==> src/rtl/xcr_pkg.sv <==
package xcr_pkg;
    localparam int N_CHAN = 4;
    localparam int CH_W   = 2;
    localparam int WORD_W = 16;
    localparam int IDX_W  = 4;
    localparam int MODE_W = 6;

    typedef enum logic [3:0] {
        OP_NONE,
        OP_CHAN,
        OP_CMD,
        OP_REQ,
        OP_MASK1,
        OP_MODE,
        OP_CLRPTR,
        OP_MCLR,
        OP_CLRMASK,
        OP_MASKALL
    } host_op_e;

    typedef struct packed {
        host_op_e          op;
        logic [CH_W-1:0]   chan;
        logic              sel_cnt;
    } host_dec_t;

    typedef struct packed {
        logic [1:0] kind;
        logic       decr;
        logic       autoinit;
        logic [1:0] dir;
    } chan_mode_t;
endpackage

==> src/rtl/xcr_decode.sv <==
module xcr_decode
    import xcr_pkg::*;
#(
    parameter int STRIDE = 1,
    localparam int SHIFT = (STRIDE == 2) ? 1 : 0,
    localparam int OFF_W = IDX_W + SHIFT
) (
    input  logic [OFF_W-1:0] off,
    output host_dec_t        dec
);
    logic             aligned;
    logic [IDX_W-1:0] idx;

    always_comb begin
        aligned = 1'b1;
        if (SHIFT == 1) aligned = ~off[0];
        idx = off[OFF_W-1:SHIFT];
        dec = '0;
        dec.op = OP_NONE;
        if (aligned) begin
            if (!idx[IDX_W-1]) begin
                dec.op      = OP_CHAN;
                dec.chan    = idx[CH_W:1];
                dec.sel_cnt = idx[0];
            end else begin
                case (idx[2:0])
                    3'd0:    dec.op = OP_CMD;
                    3'd1:    dec.op = OP_REQ;
                    3'd2:    dec.op = OP_MASK1;
                    3'd3:    dec.op = OP_MODE;
                    3'd4:    dec.op = OP_CLRPTR;
                    3'd5:    dec.op = OP_MCLR;
                    3'd6:    dec.op = OP_CLRMASK;
                    default: dec.op = OP_MASKALL;
                endcase
            end
        end
    end
endmodule

==> src/rtl/xcr_chan.sv <==
module xcr_chan
    import xcr_pkg::*;
(
    input  logic              clk,
    input  logic              rst_n,
    input  logic              wr_en,
    input  logic              sel_cnt,
    input  logic              hi_byte,
    input  logic [7:0]        wdata,
    input  logic              step,
    input  logic              decr,
    input  logic              autoinit,
    output logic [WORD_W-1:0] cur_addr,
    output logic [WORD_W-1:0] cur_cnt,
    output logic              tc_evt
);
    typedef struct packed {
        logic [WORD_W-1:0] base_addr;
        logic [WORD_W-1:0] cur_addr;
        logic [WORD_W-1:0] base_cnt;
        logic [WORD_W-1:0] cur_cnt;
    } chan_st_t;

    chan_st_t st_d, st_q;

    always_comb begin
        st_d   = st_q;
        tc_evt = 1'b0;
        if (step) begin
            st_d.cur_addr = decr ? st_q.cur_addr - 1'b1 : st_q.cur_addr + 1'b1;
            st_d.cur_cnt  = st_q.cur_cnt - 1'b1;
            if (st_q.cur_cnt == '0) begin
                tc_evt = 1'b1;
                if (autoinit) begin
                    st_d.cur_addr = st_q.base_addr;
                    st_d.cur_cnt  = st_q.base_cnt;
                end
            end
        end
        // a host byte write overrides the stepped value of that byte
        if (wr_en) begin
            if (sel_cnt) begin
                if (hi_byte) begin
                    st_d.base_cnt[15:8] = wdata;
                    st_d.cur_cnt[15:8]  = wdata;
                end else begin
                    st_d.base_cnt[7:0]  = wdata;
                    st_d.cur_cnt[7:0]   = wdata;
                end
            end else begin
                if (hi_byte) begin
                    st_d.base_addr[15:8] = wdata;
                    st_d.cur_addr[15:8]  = wdata;
                end else begin
                    st_d.base_addr[7:0]  = wdata;
                    st_d.cur_addr[7:0]   = wdata;
                end
            end
        end
    end

    always_ff @(posedge clk or negedge rst_n) begin
        if (!rst_n) st_q <= '0;
        else        st_q <= st_d;
    end

    assign cur_addr = st_q.cur_addr;
    assign cur_cnt  = st_q.cur_cnt;
endmodule

==> src/rtl/xcr_regs.sv <==
module xcr_regs
    import xcr_pkg::*;
#(
    parameter int STRIDE = 1,
    localparam int SHIFT = (STRIDE == 2) ? 1 : 0,
    localparam int OFF_W = IDX_W + SHIFT
) (
    input  logic                     clk,
    input  logic                     rst_n,
    input  logic [OFF_W-1:0]         host_off,
    input  logic [7:0]               host_wdata,
    input  logic                     host_wr,
    input  logic                     host_rd,
    output logic [7:0]               host_rdata,
    input  logic [N_CHAN-1:0]        dreq,
    input  logic                     eng_step,
    input  logic [CH_W-1:0]          eng_chan,
    output logic [WORD_W-1:0]        eng_addr,
    output logic                     eng_last,
    output logic [7:0]               cmd_o,
    output logic [N_CHAN-1:0]        mask_o,
    output logic [N_CHAN*MODE_W-1:0] mode_o
);
    typedef struct packed {
        logic                          ptr_hi;
        logic [7:0]                    cmd;
        logic [N_CHAN-1:0]             tc;
        logic [N_CHAN-1:0]             req;
        logic [N_CHAN-1:0]             mask;
        chan_mode_t [N_CHAN-1:0]       mode;
        logic [7:0]                    rdata;
    } regs_st_t;

    regs_st_t          st_d, st_q;
    host_dec_t         dec;
    logic              wr_go, rd_go;
    logic [N_CHAN-1:0] tc_evt;
    logic [N_CHAN-1:0] tc_flags;
    logic [WORD_W-1:0] cur_addr [N_CHAN];
    logic [WORD_W-1:0] cur_cnt  [N_CHAN];

    xcr_decode #(.STRIDE(STRIDE)) u_dec (
        .off (host_off),
        .dec (dec)
    );

    assign wr_go = host_wr;
    assign rd_go = host_rd & ~host_wr;

    for (genvar c = 0; c < N_CHAN; c++) begin : g_chan
        xcr_chan u_chan (
            .clk      (clk),
            .rst_n    (rst_n),
            .wr_en    (wr_go && dec.op == OP_CHAN && dec.chan == CH_W'(c)),
            .sel_cnt  (dec.sel_cnt),
            .hi_byte  (st_q.ptr_hi),
            .wdata    (host_wdata),
            .step     (eng_step && eng_chan == CH_W'(c)),
            .decr     (st_q.mode[c].decr),
            .autoinit (st_q.mode[c].autoinit),
            .cur_addr (cur_addr[c]),
            .cur_cnt  (cur_cnt[c]),
            .tc_evt   (tc_evt[c])
        );
    end

    always_comb begin
        st_d    = st_q;
        st_d.tc = st_q.tc | tc_evt;
        if (wr_go) begin
            case (dec.op)
                OP_CHAN:    st_d.ptr_hi = ~st_q.ptr_hi;
                OP_CMD:     st_d.cmd = host_wdata;
                OP_REQ:     st_d.req[host_wdata[CH_W-1:0]] = host_wdata[2];
                OP_MASK1:   st_d.mask[host_wdata[CH_W-1:0]] = host_wdata[2];
                OP_MODE:    st_d.mode[host_wdata[CH_W-1:0]] = host_wdata[7:2];
                OP_CLRPTR:  st_d.ptr_hi = 1'b0;
                OP_MCLR: begin
                    st_d.mask   = '1;
                    st_d.cmd    = '0;
                    st_d.tc     = '0;
                    st_d.req    = '0;
                    st_d.ptr_hi = 1'b0;
                end
                OP_CLRMASK: st_d.mask = '0;
                OP_MASKALL: st_d.mask = host_wdata[N_CHAN-1:0];
                default: ;
            endcase
        end else if (rd_go) begin
            case (dec.op)
                OP_CHAN: begin
                    if (dec.sel_cnt)
                        st_d.rdata = st_q.ptr_hi ? cur_cnt[dec.chan][15:8]
                                                 : cur_cnt[dec.chan][7:0];
                    else
                        st_d.rdata = st_q.ptr_hi ? cur_addr[dec.chan][15:8]
                                                 : cur_addr[dec.chan][7:0];
                    st_d.ptr_hi = ~st_q.ptr_hi;
                end
                OP_CMD: begin
                    st_d.rdata = {st_q.req | dreq, st_q.tc};
                    st_d.tc    = tc_evt;
                end
                default: st_d.rdata = 8'h00;
            endcase
        end
    end

    always_ff @(posedge clk or negedge rst_n) begin
        if (!rst_n) begin
            st_q      <= '0;
            st_q.mask <= '1;
        end else begin
            st_q <= st_d;
        end
    end

    assign host_rdata = st_q.rdata;
    assign cmd_o      = st_q.cmd;
    assign mask_o     = st_q.mask;
    assign mode_o     = st_q.mode;
    assign eng_addr   = cur_addr[eng_chan];
    assign eng_last   = (cur_cnt[eng_chan] == '0);
    assign tc_flags   = st_q.tc;
endmodule

==> config.mk <==
export PLATFORM = sky130hd
export DESIGN_NAME = xcr_regs
export DESIGN_NICKNAME = d
export VERILOG_FILES = /design/src/rtl/xcr_pkg.sv /design/src/rtl/xcr_decode.sv /design/src/rtl/xcr_chan.sv /design/src/rtl/xcr_regs.sv
export SDC_FILE = /design/constraint.sdc
export NUM_CORES = 1
export LEC_CHECK = 0
export BUFFER_PORTS_ARGS = -buffer_cell sky130_fd_sc_hd__buf_4
export CAP_MARGIN = 10
export CORE_ASPECT_RATIO = 1.5
export CORE_UTILIZATION = 55
export CTS_BUF_LIST = sky130_fd_sc_hd__clkbuf_2 sky130_fd_sc_hd__clkbuf_4 sky130_fd_sc_hd__clkbuf_8
export DETAILED_ROUTE_END_ITERATION = 10
export PLACE_DENSITY = 0.72
export RECOVER_POWER = 25
export SLEW_MARGIN = 20
export SYNTH_ARGS = -nofsm -noshare
export SYNTH_HDL_FRONTEND = slang
export SYNTH_HIERARCHICAL = 1
export SYNTH_SLANG_ARGS = --single-unit
==> constraint.sdc <==
create_clock -name clk -period 7 [get_ports clk]
set_input_delay 0.35 -clock clk [delete_from_list [all_inputs] [get_ports clk]]
set_output_delay 0.35 -clock clk [all_outputs]
set_load 0.03 [all_outputs]
==> impl_metrics.toml, run 1 <==
[critical_path]
worstPathMaxFanout = 13
endpoint_kind = "flop"
start_kind = "primary input"
required_ps = 7540
max_stage_delay_ps = 950
critical_path_depth = 9
path_buf_inv = 1
cp_top_family = "simple AND/OR/NAND/NOR gates"
crit_chain = "clkbuf_1, nand2b_1, nor4b_4, nand2_1, nor3_1, nand2_1, nor2_1, nor3_1, a22oi_1"
worstRegToRegCells = 6
crit_type = "primary input to flop"
arrival_ps = 4060
crit_slowest_cell = "nor3_1"

[grt]
grt_remaining_overflow = 0
grt_first_pass_wirelength_microns = 103000
grt_pass1_vias = 18230
antenna_found_initial = 0
grt_usage = 0.337
grt_max_degree = 151

[power]
pwr-share-comb = 0.426
intPower_w = 0.00490
power_density_nw_per_um2 = 404
pwr-share-seq = 0.382
ir_drop_uv = 246
switchingPower_w = 0.00388
sw_frac_of_total = 0.442
power_leakage_nw = 9.75
report.power.total_w = 0.00878
clockPowerShare = 0.191

[clocking]
cts_max_path_buffers = 3
htreeDepth = 2
cts_root_buf = "clkbuf_8"
cts_buffers = 50
worstSkewPairLatency_ps = 630
cts_setup_buffers = 0
cts_tree = "yes"
clock_sinks = 309
clkTransAtPathRegs_ps = 60

[placed_design]
portBuffers = 83
gp_congestion = 0.980
dpl.hpwl_microns = 44200

[yosys]
ys_async_sr_fraction = 1.00
yosys-top-cells-area = "dfrtp_1 36%, nand2_1 8.9%, buf_4 6.3%"
synth_area_leader_cell = "dfrtp_1"
synth_warnings = 6
synth_most_common_cell = "nand2_1"
ys_seq_elements = 309
synthCells = 2444
synth_top_area_frac = 0.359
synth_edf_count = 0
ys_top_cells_by_count = "505 x nand2_1, 305 x dfrtp_1, 179 x buf_4"
synth.cell_area_sq_um = 21300
synth-main-ff-cell = "dfrtp_1"
seq_area_frac_synth = 0.364
syn_avg_cell_area_sq_um = 8.71
synth.net_count = 2535
synth_cell_type_count = 99

[timing]
setup_tns_ps = 0
fin_crit_ps = 3520
rsz0062_at_grt = "false"
finClkSkew_ps = 41.0
worst_slew_pin_slew_ps = 1180
maxSlewHeadroom = 0.208
clock.fmax_ghz = 0.284
period_share = 0.502
finalSetupViolations = 0
hold_violations = 0
maxSlewViolCount = 0

[cells_and_area]
area_growth_pct = 2.13
drive_gt1_frac = 0.120
antenna_cells = 0
final_net_count = 2391

[detailed_routing]
wl_per_cell_microns = 23.2
via_per_inst = 6.58
finalWirelength_microns = 65600
drtAntennaViolNets = 0
drc = 0
via_count = 18592
first_pass_iters = 6
drt_first_iter_violations = 1722

[flow_run]
maxCapViolCount = 0

[floorplanning]
die_w_microns = 163
ioPinCount = 84
start_util = 0.562
die_y_microns = 243
core_sq_um = 37900
num_rows = 87
fp.dieArea_sq_um = 39500

[worst_hold_path]
hold_class = "primary input to flop"
min_path_cells = 2

[outcome]
status = "finished clean"
## cell type report
cell class	instances	area, sq um
Fill cell	3369	16200
Multi-Input combinational cell	1804	11600
Sequential cell	309	7740
Clock buffer	80	1010
Timing Repair Buffer	100	619
Tap cell	489	612
Inverter	35	131
Clock inverter	7	37.5
## power by group through the flow
stage                     Combinational (W)  Sequential (W)  Clock, W
after floorplan                     0.00346         0.00285         0
after global placement              0.00359         0.00334         0
after detailed placement            0.00371         0.00336         0
after CTS                           0.00374         0.00333   0.00170
after global routing                0.00412         0.00341   0.00177
final                               0.00374         0.00336   0.00168
## repair_timing
action,CTS,global route
gates resized for setup,0,0
endpoints found under the hold margin,106,0
hold buffers,1,0
## state kept, by name, summed over array words and instances (netlist names)
name,cells
g_chan.u_chan/st_q,128
g_chan.u_chan/cur_addr,64
g_chan.u_chan/cur_cnt,64
mode_o,24
cmd_o,8
host_rdata,8
st_q,5
mask_o,4
tc_flags,4
## logic make-up (layout without fill, tap and decap cells)
group / after synthesis / in the layout / synth area share
flip-flops: 309 / 309 / 0.364
XOR/XNOR: 59 / 59 / 0.0243
multiplexers: 102 / 102 / 0.0662
buffers and inverters: 331 / 222 / 0.0932
AND/OR/NAND/NOR: 974 / 974 / 0.225
AO/OA/AOI/OAI: 601 / 601 / 0.187
adder cells (fa/ha/maj): 68 / 68 / 0.0414
## per-layer routing
metal / GRT usage / wire (microns) / vias up
met1: 0.408 / 24600 / 9051
met2: 0.535 / 30700 / 924
li1: - / - / 8346
met5: 0 / 0 / -
met3: 0.0533 / 4850 / 271
met4: 0.254 / 5470 / 0
## path summary, 6_finish.rpt
check | start | end | slack (ps)
max in group asynchronous | rst_n | g_chan[3].u_chan/cur_addr[4]$_DFF_PN0_ | 5210
worst min register to register | g_chan[2].u_chan/st_q[63]$_DFFE_PN0P_ | g_chan[2].u_chan/st_q[63]$_DFFE_PN0P_ | 470
worst min-delay path | host_wr | st_q[52]$_DFFE_PN0P_ | 100
worst max-delay path | host_off[3] | g_chan[1].u_chan/cur_addr[13]$_DFF_PN0_ | 3480
worst max register to register | g_chan[3].u_chan/cur_cnt[6]$_DFF_PN0_ | g_chan[3].u_chan/cur_cnt[1]$_DFF_PN0_ | 3700
min in group asynchronous | rst_n | mode_o[11]$_DFFE_PN0P_ | 400
## metrics by stage
stage / utilization / worst slack, ps / std cells / hold slack (ps) / cell area, sq um
after floorplan: - / 4230 / 2444 / 54.4 / 21300
after global placement: 0.550 / 3040 / 2736 / 450 / 20800
after detailed placement: 0.550 / 3030 / 2736 / 459 / 20800
after CTS: 0.578 / 3650 / 2824 / 73.9 / 21900
after global routing: 0.574 / 3200 / 2824 / 91.3 / 21700
final: 0.574 / 3480 / 2824 / 102 / 21700
## cell usage in the layout, fill, tap and decap left out, drive strengths merged, types with 16 or more instances in the layout
cell,synthesis,final
nand4,23,23
a211oi,18,18
nor3,33,33
a21o,27,27
buf,206,58
dfrtp,305,305
mux2,39,39
o31ai,16,16
or2,20,20
a22oi,31,31
o221ai,17,17
nand2b,16,16
mux2i,36,36
o21ai,165,165
nor2,144,144
ha,64,64
mux4,27,27
and3,26,26
clkbuf,90,121
nor4,43,43
o311ai,16,16
o211ai,33,33
xor2,21,21
nor4b,16,16
a21oi,132,132
nor3b,16,16
nand2,505,505
xnor2,38,38
inv,33,33
nand3,51,51
a31oi,27,27
(Power assumes the default switching activity.)
==> run 2, diff against run 1 <==
- PLACE_DENSITY: 0.72 -> 0.75
- clock period: 7 -> 3 ns (I/O delays scaled with it)
==> impl_metrics.toml, run 2 (synthesis results as in run 1) <==
[outcome]
status = "complete, but fails checks"
violations = "max-capacitance violations, max-slew violations"

[timing]
fin_crit_ps = 2700
maxSlewHeadroom = -0.583
holdWs_ps = 43.4
period_share = 0.899
setup_tns_ps = 0
hold_violations = 0
finClkSkew_ps = 19.8
rsz0062_at_grt = "false"
worst_slew_pin_slew_ps = 2370
finalSetupViolations = 0
clock.fmax_ghz = 0.371
maxSlewViolCount = 85

[critical_path]
arrival_ps = 3150
path_buf_inv = 0
start_kind = "flop"
crit_chain = "ha_1, and3_1, a221oi_1, a2bb2oi_1, o311ai_0, xnor2_1, a21oi_1"
reg2reg_setup_slack_ps = 300
crit_type = "flop to flop"
worstPathMaxFanout = 18
max_stage_delay_ps = 810
endpoint_kind = "flop"
crit_slowest_cell = "dfrtp_1"
cp_top_family = "compound AO/OA/AOI/OAI gates"
required_ps = 3460

[floorplanning]
ioPinCount = 84
num_rows = 87
die_y_microns = 243
fp.dieArea_sq_um = 39500
start_util = 0.562
die_w_microns = 163
core_sq_um = 37900

[clocking]
cts_resized = 0
clock_sinks = 309
worstSkewPairLatency_ps = 620
clkTransAtPathRegs_ps = 70
htreeDepth = 2
cts_buffers = 51
cts_max_path_buffers = 3
cts_tree = "yes"
cts_root_buf = "clkbuf_8"
cts_setup_buffers = 0

[power]
report.power.total_w = 0.0210
intPower_w = 0.0118
power_leakage_nw = 10.4
switchingPower_w = 0.00922
clockPowerShare = 0.188
sw_frac_of_total = 0.438
pwr-share-seq = 0.362
pwr-share-comb = 0.450
ir_drop_uv = 573
power_density_nw_per_um2 = 930

[flow_run]
maxCapViolCount = 1

[worst_hold_path]
hold_class = "primary input to flop"

[grt]
grt_first_pass_wirelength_microns = 105000
grt_usage = 0.346
grt_remaining_overflow = 0
antenna_found_initial = 1
grt_max_degree = 87
grt_pass1_vias = 18611

[placed_design]
dpl.hpwl_microns = 47400
portBuffers = 83
gp_congestion = 0.992
dp.cells = 2811

[detailed_routing]
drc = 0
finalWirelength_microns = 67500
drtAntennaViolNets = 0
via_per_inst = 6.49
drt_first_iter_violations = 1838
via_count = 18928
first_pass_iters = 6
wl_per_cell_microns = 23.1

[cells_and_area]
final_net_count = 2476
largest_register = "g_chan.u_chan/st_q"
drive_gt1_frac = 0.165
final_common_cell = "nand2_1"
fill_cells = 3366
final_cell_mix = "505 x nand2_1, 305 x dfrtp_1, 166 x buf_4"
layoutNonFillerInstCount = 2915
final_core_util = 0.597
area_growth_pct = 6.27
largest_reg_flops = 128
run 2: area by class of cell:
class	instances	area, sq um	area share
flip-flops and latches	309	7740	0.342
inverters	35	131	0.00581
multi-input cells	1804	11600	0.512
repair buffers	184	1460	0.0646
clock inverters	11	61.3	0.00271
well taps	489	612	0.0271
diodes	1	2.50	0.000111
clock buffers	82	1020	0.0452
run 2: final timing paths:
check / to / cells after the start / startpoint
setup / recovery: g_chan[1].u_chan/cur_addr[14]$_DFF_PN0_ / 7 / mode_o[9]$_DFFE_PN0P_
max in group asynchronous: g_chan[2].u_chan/st_q[49]$_DFFE_PN0P_ / 3 / rst_n
hold / removal: g_chan[3].u_chan/st_q[50]$_DFFE_PN0P_ / 3 / host_wdata[2]
min in group asynchronous: mode_o[11]$_DFFE_PN0P_ / 2 / rst_n
setup reg to reg: g_chan[1].u_chan/cur_addr[14]$_DFF_PN0_ / 7 / mode_o[9]$_DFFE_PN0P_
hold reg to reg: g_chan[1].u_chan/st_q[63]$_DFFE_PN0P_ / 2 / g_chan[1].u_chan/st_q[63]$_DFFE_PN0P_
run 2: metrics by stage:
step	setup WS (ps)	instance area [sq um]
finish	302	22600
global route	82.3	22600
CTS	315	22600
detailed placement	340	21400
global placement	373	21400
floorplan	429	21300
run 2: timing repair:
action / CTS / global route
setup endpoints to repair: 0 / 0
hold buffers: 10 / 0
hold endpoints to repair: 101 / 0
run 2: worst reg2reg max path: stages (launching register included):
cell	delay, ps
dfrtp_1	810
ha_1	460
and3_1	240
a221oi_1	380
a2bb2oi_1	210
o311ai_0	180
xnor2_1	180
a21oi_1	80
run 2: power groups by stage:
stage / Sequential [W] / Combinational (W) / Clock (W)
2_1_floorplan: 0.00666 / 0.00808 / 0
4_1_cts: 0.00754 / 0.00932 / 0.00401
5_1_grt: 0.00773 / 0.0103 / 0.00419
6_report: 0.00761 / 0.00946 / 0.00395
3_3_place_gp: 0.00753 / 0.00897 / 0
3_5_place_dp: 0.00759 / 0.00925 / 0
run 2: per-layer routing:
metal	share of wire	vias to the layer above	wire length, microns	track usage
li1	-	8546	-	-
met1	0.37	9132	25100	0.418
met2	0.47	985	31500	0.547
met3	0.082	265	5560	0.0612
met4	0.079	0	5340	0.260
met5	0	-	0	0
==> run 3, diff against run 2 <==
- CORE_UTILIZATION: 55 -> 35
- PLACE_DENSITY: 0.75 -> unset
- clock period: 3 -> 2.66 ns (I/O delays scaled with it)
==> impl_metrics.toml, run 3 (synthesis results as in run 1) <==
[outcome]
status = "complete, but fails checks"
violations = "max-capacitance violations, max-slew violations"

[clocking]
cts_tree = "yes"
worstSkewPairLatency_ps = 630
cts_root_buf = "clkbuf_8"
cts_max_path_buffers = 3
htreeDepth = 2
clkTransAtPathRegs_ps = 70
cts_buffers = 50
clock_sinks = 309

[floorplanning]
core_sq_um = 60000
start_util = 0.355
fp.dieArea_sq_um = 61800
die_w_microns = 203
ioPinCount = 84
num_rows = 110
die_y_microns = 304

[cells_and_area]
largest_register = "g_chan.u_chan/st_q"
area_growth_pct = 12.3
final_cell_mix = "505 x nand2_1, 299 x dfrtp_1, 235 x buf_4"
drive_gt1_frac = 0.198
final_net_count = 2557
final_common_cell = "nand2_1"
fin_area_sq_um = 23900
largest_reg_flops = 128
layoutNonFillerInstCount = 3292

[power]
ir_drop_uv = 411
report.power.total_w = 0.0252
power_density_nw_per_um2 = 1050
power_leakage_nw = 10.8

[critical_path]
crit_type = "flop to output port"
arrival_ps = 2510
worstPathMaxFanout = 6
max_stage_delay_ps = 570
crit_chain = "nor4_4, nand4_1, mux4_2, inv_2, buf_6"
start_kind = "flop"
endpoint_kind = "output port"
required_ps = 2530
crit_slowest_cell = "mux4_2"

[timing]
fin_crit_ps = 2640
maxSlewViolCount = 67
period_share = 0.993
holdWs_ps = 49.8
finalSetupViolations = 0
maxSlewHeadroom = -0.330
worst_slew_pin_slew_ps = 2000
hold_violations = 0
finClkSkew_ps = 23.4
clock.fmax_ghz = 0.378

[placed_design]
gp_congestion = 0.942
portBuffers = 83
dpl.hpwl_microns = 53000
post_dp_cell_area_sq_um = 22400
dp.cells = 3177

[grt]
grt_max_degree = 73
grt_usage = 0.241
antenna_found_initial = 1
grt_remaining_overflow = 0
grt_pass1_vias = 18758
grt_first_pass_wirelength_microns = 114000

[worst_hold_path]
hold_class = "primary input to flop"

[detailed_routing]
via_per_inst = 5.80
drt_first_iter_violations = 1553
route.met2.wl_microns = 35600
drc = 0
via_count = 19109
wl_per_cell_microns = 22.8
dr_wl_met3_microns = 3740
highest_layer = "met4"
drt-met1-wl_microns = 28900
first_pass_iters = 8
finalWirelength_microns = 74900
drtAntennaViolNets = 0

[flow_run]
maxCapViolCount = 1
==> run 3: changes by cell type in the layout (fill, tap and decap cells not counted), sizes merged <==
cell         before  now
bufinv            0    4
buf             171  250
clkinvlp          1    2
dlygate4sd3      10   14
clkbuf           85   83
inv              34   33
clkinv           11    8
==> run 3: final timing paths <==
check / slack, ps / to / depth (start not counted) / startpoint
setup / recovery: 20 / eng_last / 5 / g_chan[2].u_chan/cur_cnt[8]$_DFF_PN0_
hold / removal: 50 / mask_o[3]$_DFFE_PN1P_ / 4 / host_wr
setup reg to reg: 120 / g_chan[3].u_chan/cur_cnt[14]$_DFF_PN0_ / 6 / g_chan[3].u_chan/cur_cnt[5]$_DFF_PN0_
hold reg to reg: 470 / g_chan[1].u_chan/st_q[63]$_DFFE_PN0P_ / 2 / g_chan[1].u_chan/st_q[63]$_DFFE_PN0P_
max in group asynchronous: 710 / g_chan[3].u_chan/st_q[31]$_DFFE_PN0P_ / 3 / rst_n
min in group asynchronous: 570 / g_chan[2].u_chan/cur_cnt[13]$_DFF_PN0_ / 2 / rst_n
==> run 3: area by class of cell <==
| class | count | area (sq um) |
|---|---|---|
| Inverter | 35 | 131 |
| Multi-Input combinational cell | 1804 | 11600 |
| Timing Repair Buffer | 266 | 2180 |
| Fill cell | 5980 | 36100 |
| Antenna cell | 1 | 2.50 |
| Sequential cell | 309 | 7740 |
| Clock buffer | 81 | 1030 |
| Clock inverter | 12 | 165 |
| Tap cell | 784 | 981 |
==> run 3: critical path, delay by kind of cell (launching register included) <==
kind,cells,cell delay (ps)
flops,1,520
simple gates,2,580
mux,1,570
buf+inv,2,190
==> run 3: per-stage QoR <==
stage	worst slack [ps]	util	TNS, ps
after floorplan	106	-	0
after global placement	-94.4	0.374	-125
after detailed placement	-65.1	0.374	-135
after CTS	3.43	0.396	0
after global routing	-50.1	0.398	-53.3
final	17.4	0.398	0
==> run 3: routing by layer <==
| layer | vias up | GRT usage |
|---|---|---|
| met5 | - | 0 |
| met4 | 0 | 0.186 |
| met3 | 248 | 0.0272 |
| met2 | 783 | 0.401 |
| met1 | 9373 | 0.282 |
| li1 | 8705 | - |
==> run 3: report_power, final <==
group,switching [W],leakage [nW],internal (W)
Clock,0.00215,0.629,0.00285
Sequential,0.00197,3.89,0.00626
Combinational,0.00681,6.31,0.00516
Total,0.0109,10.8,0.0143
==> run 3: what timing repair did <==
action,CTS,global route
resized for setup,4,18
pin swaps,2,6
endpoints found under the setup margin,2,9
hold buffers,14,0
setup buffers,1,7
hold endpoints to repair,308,0
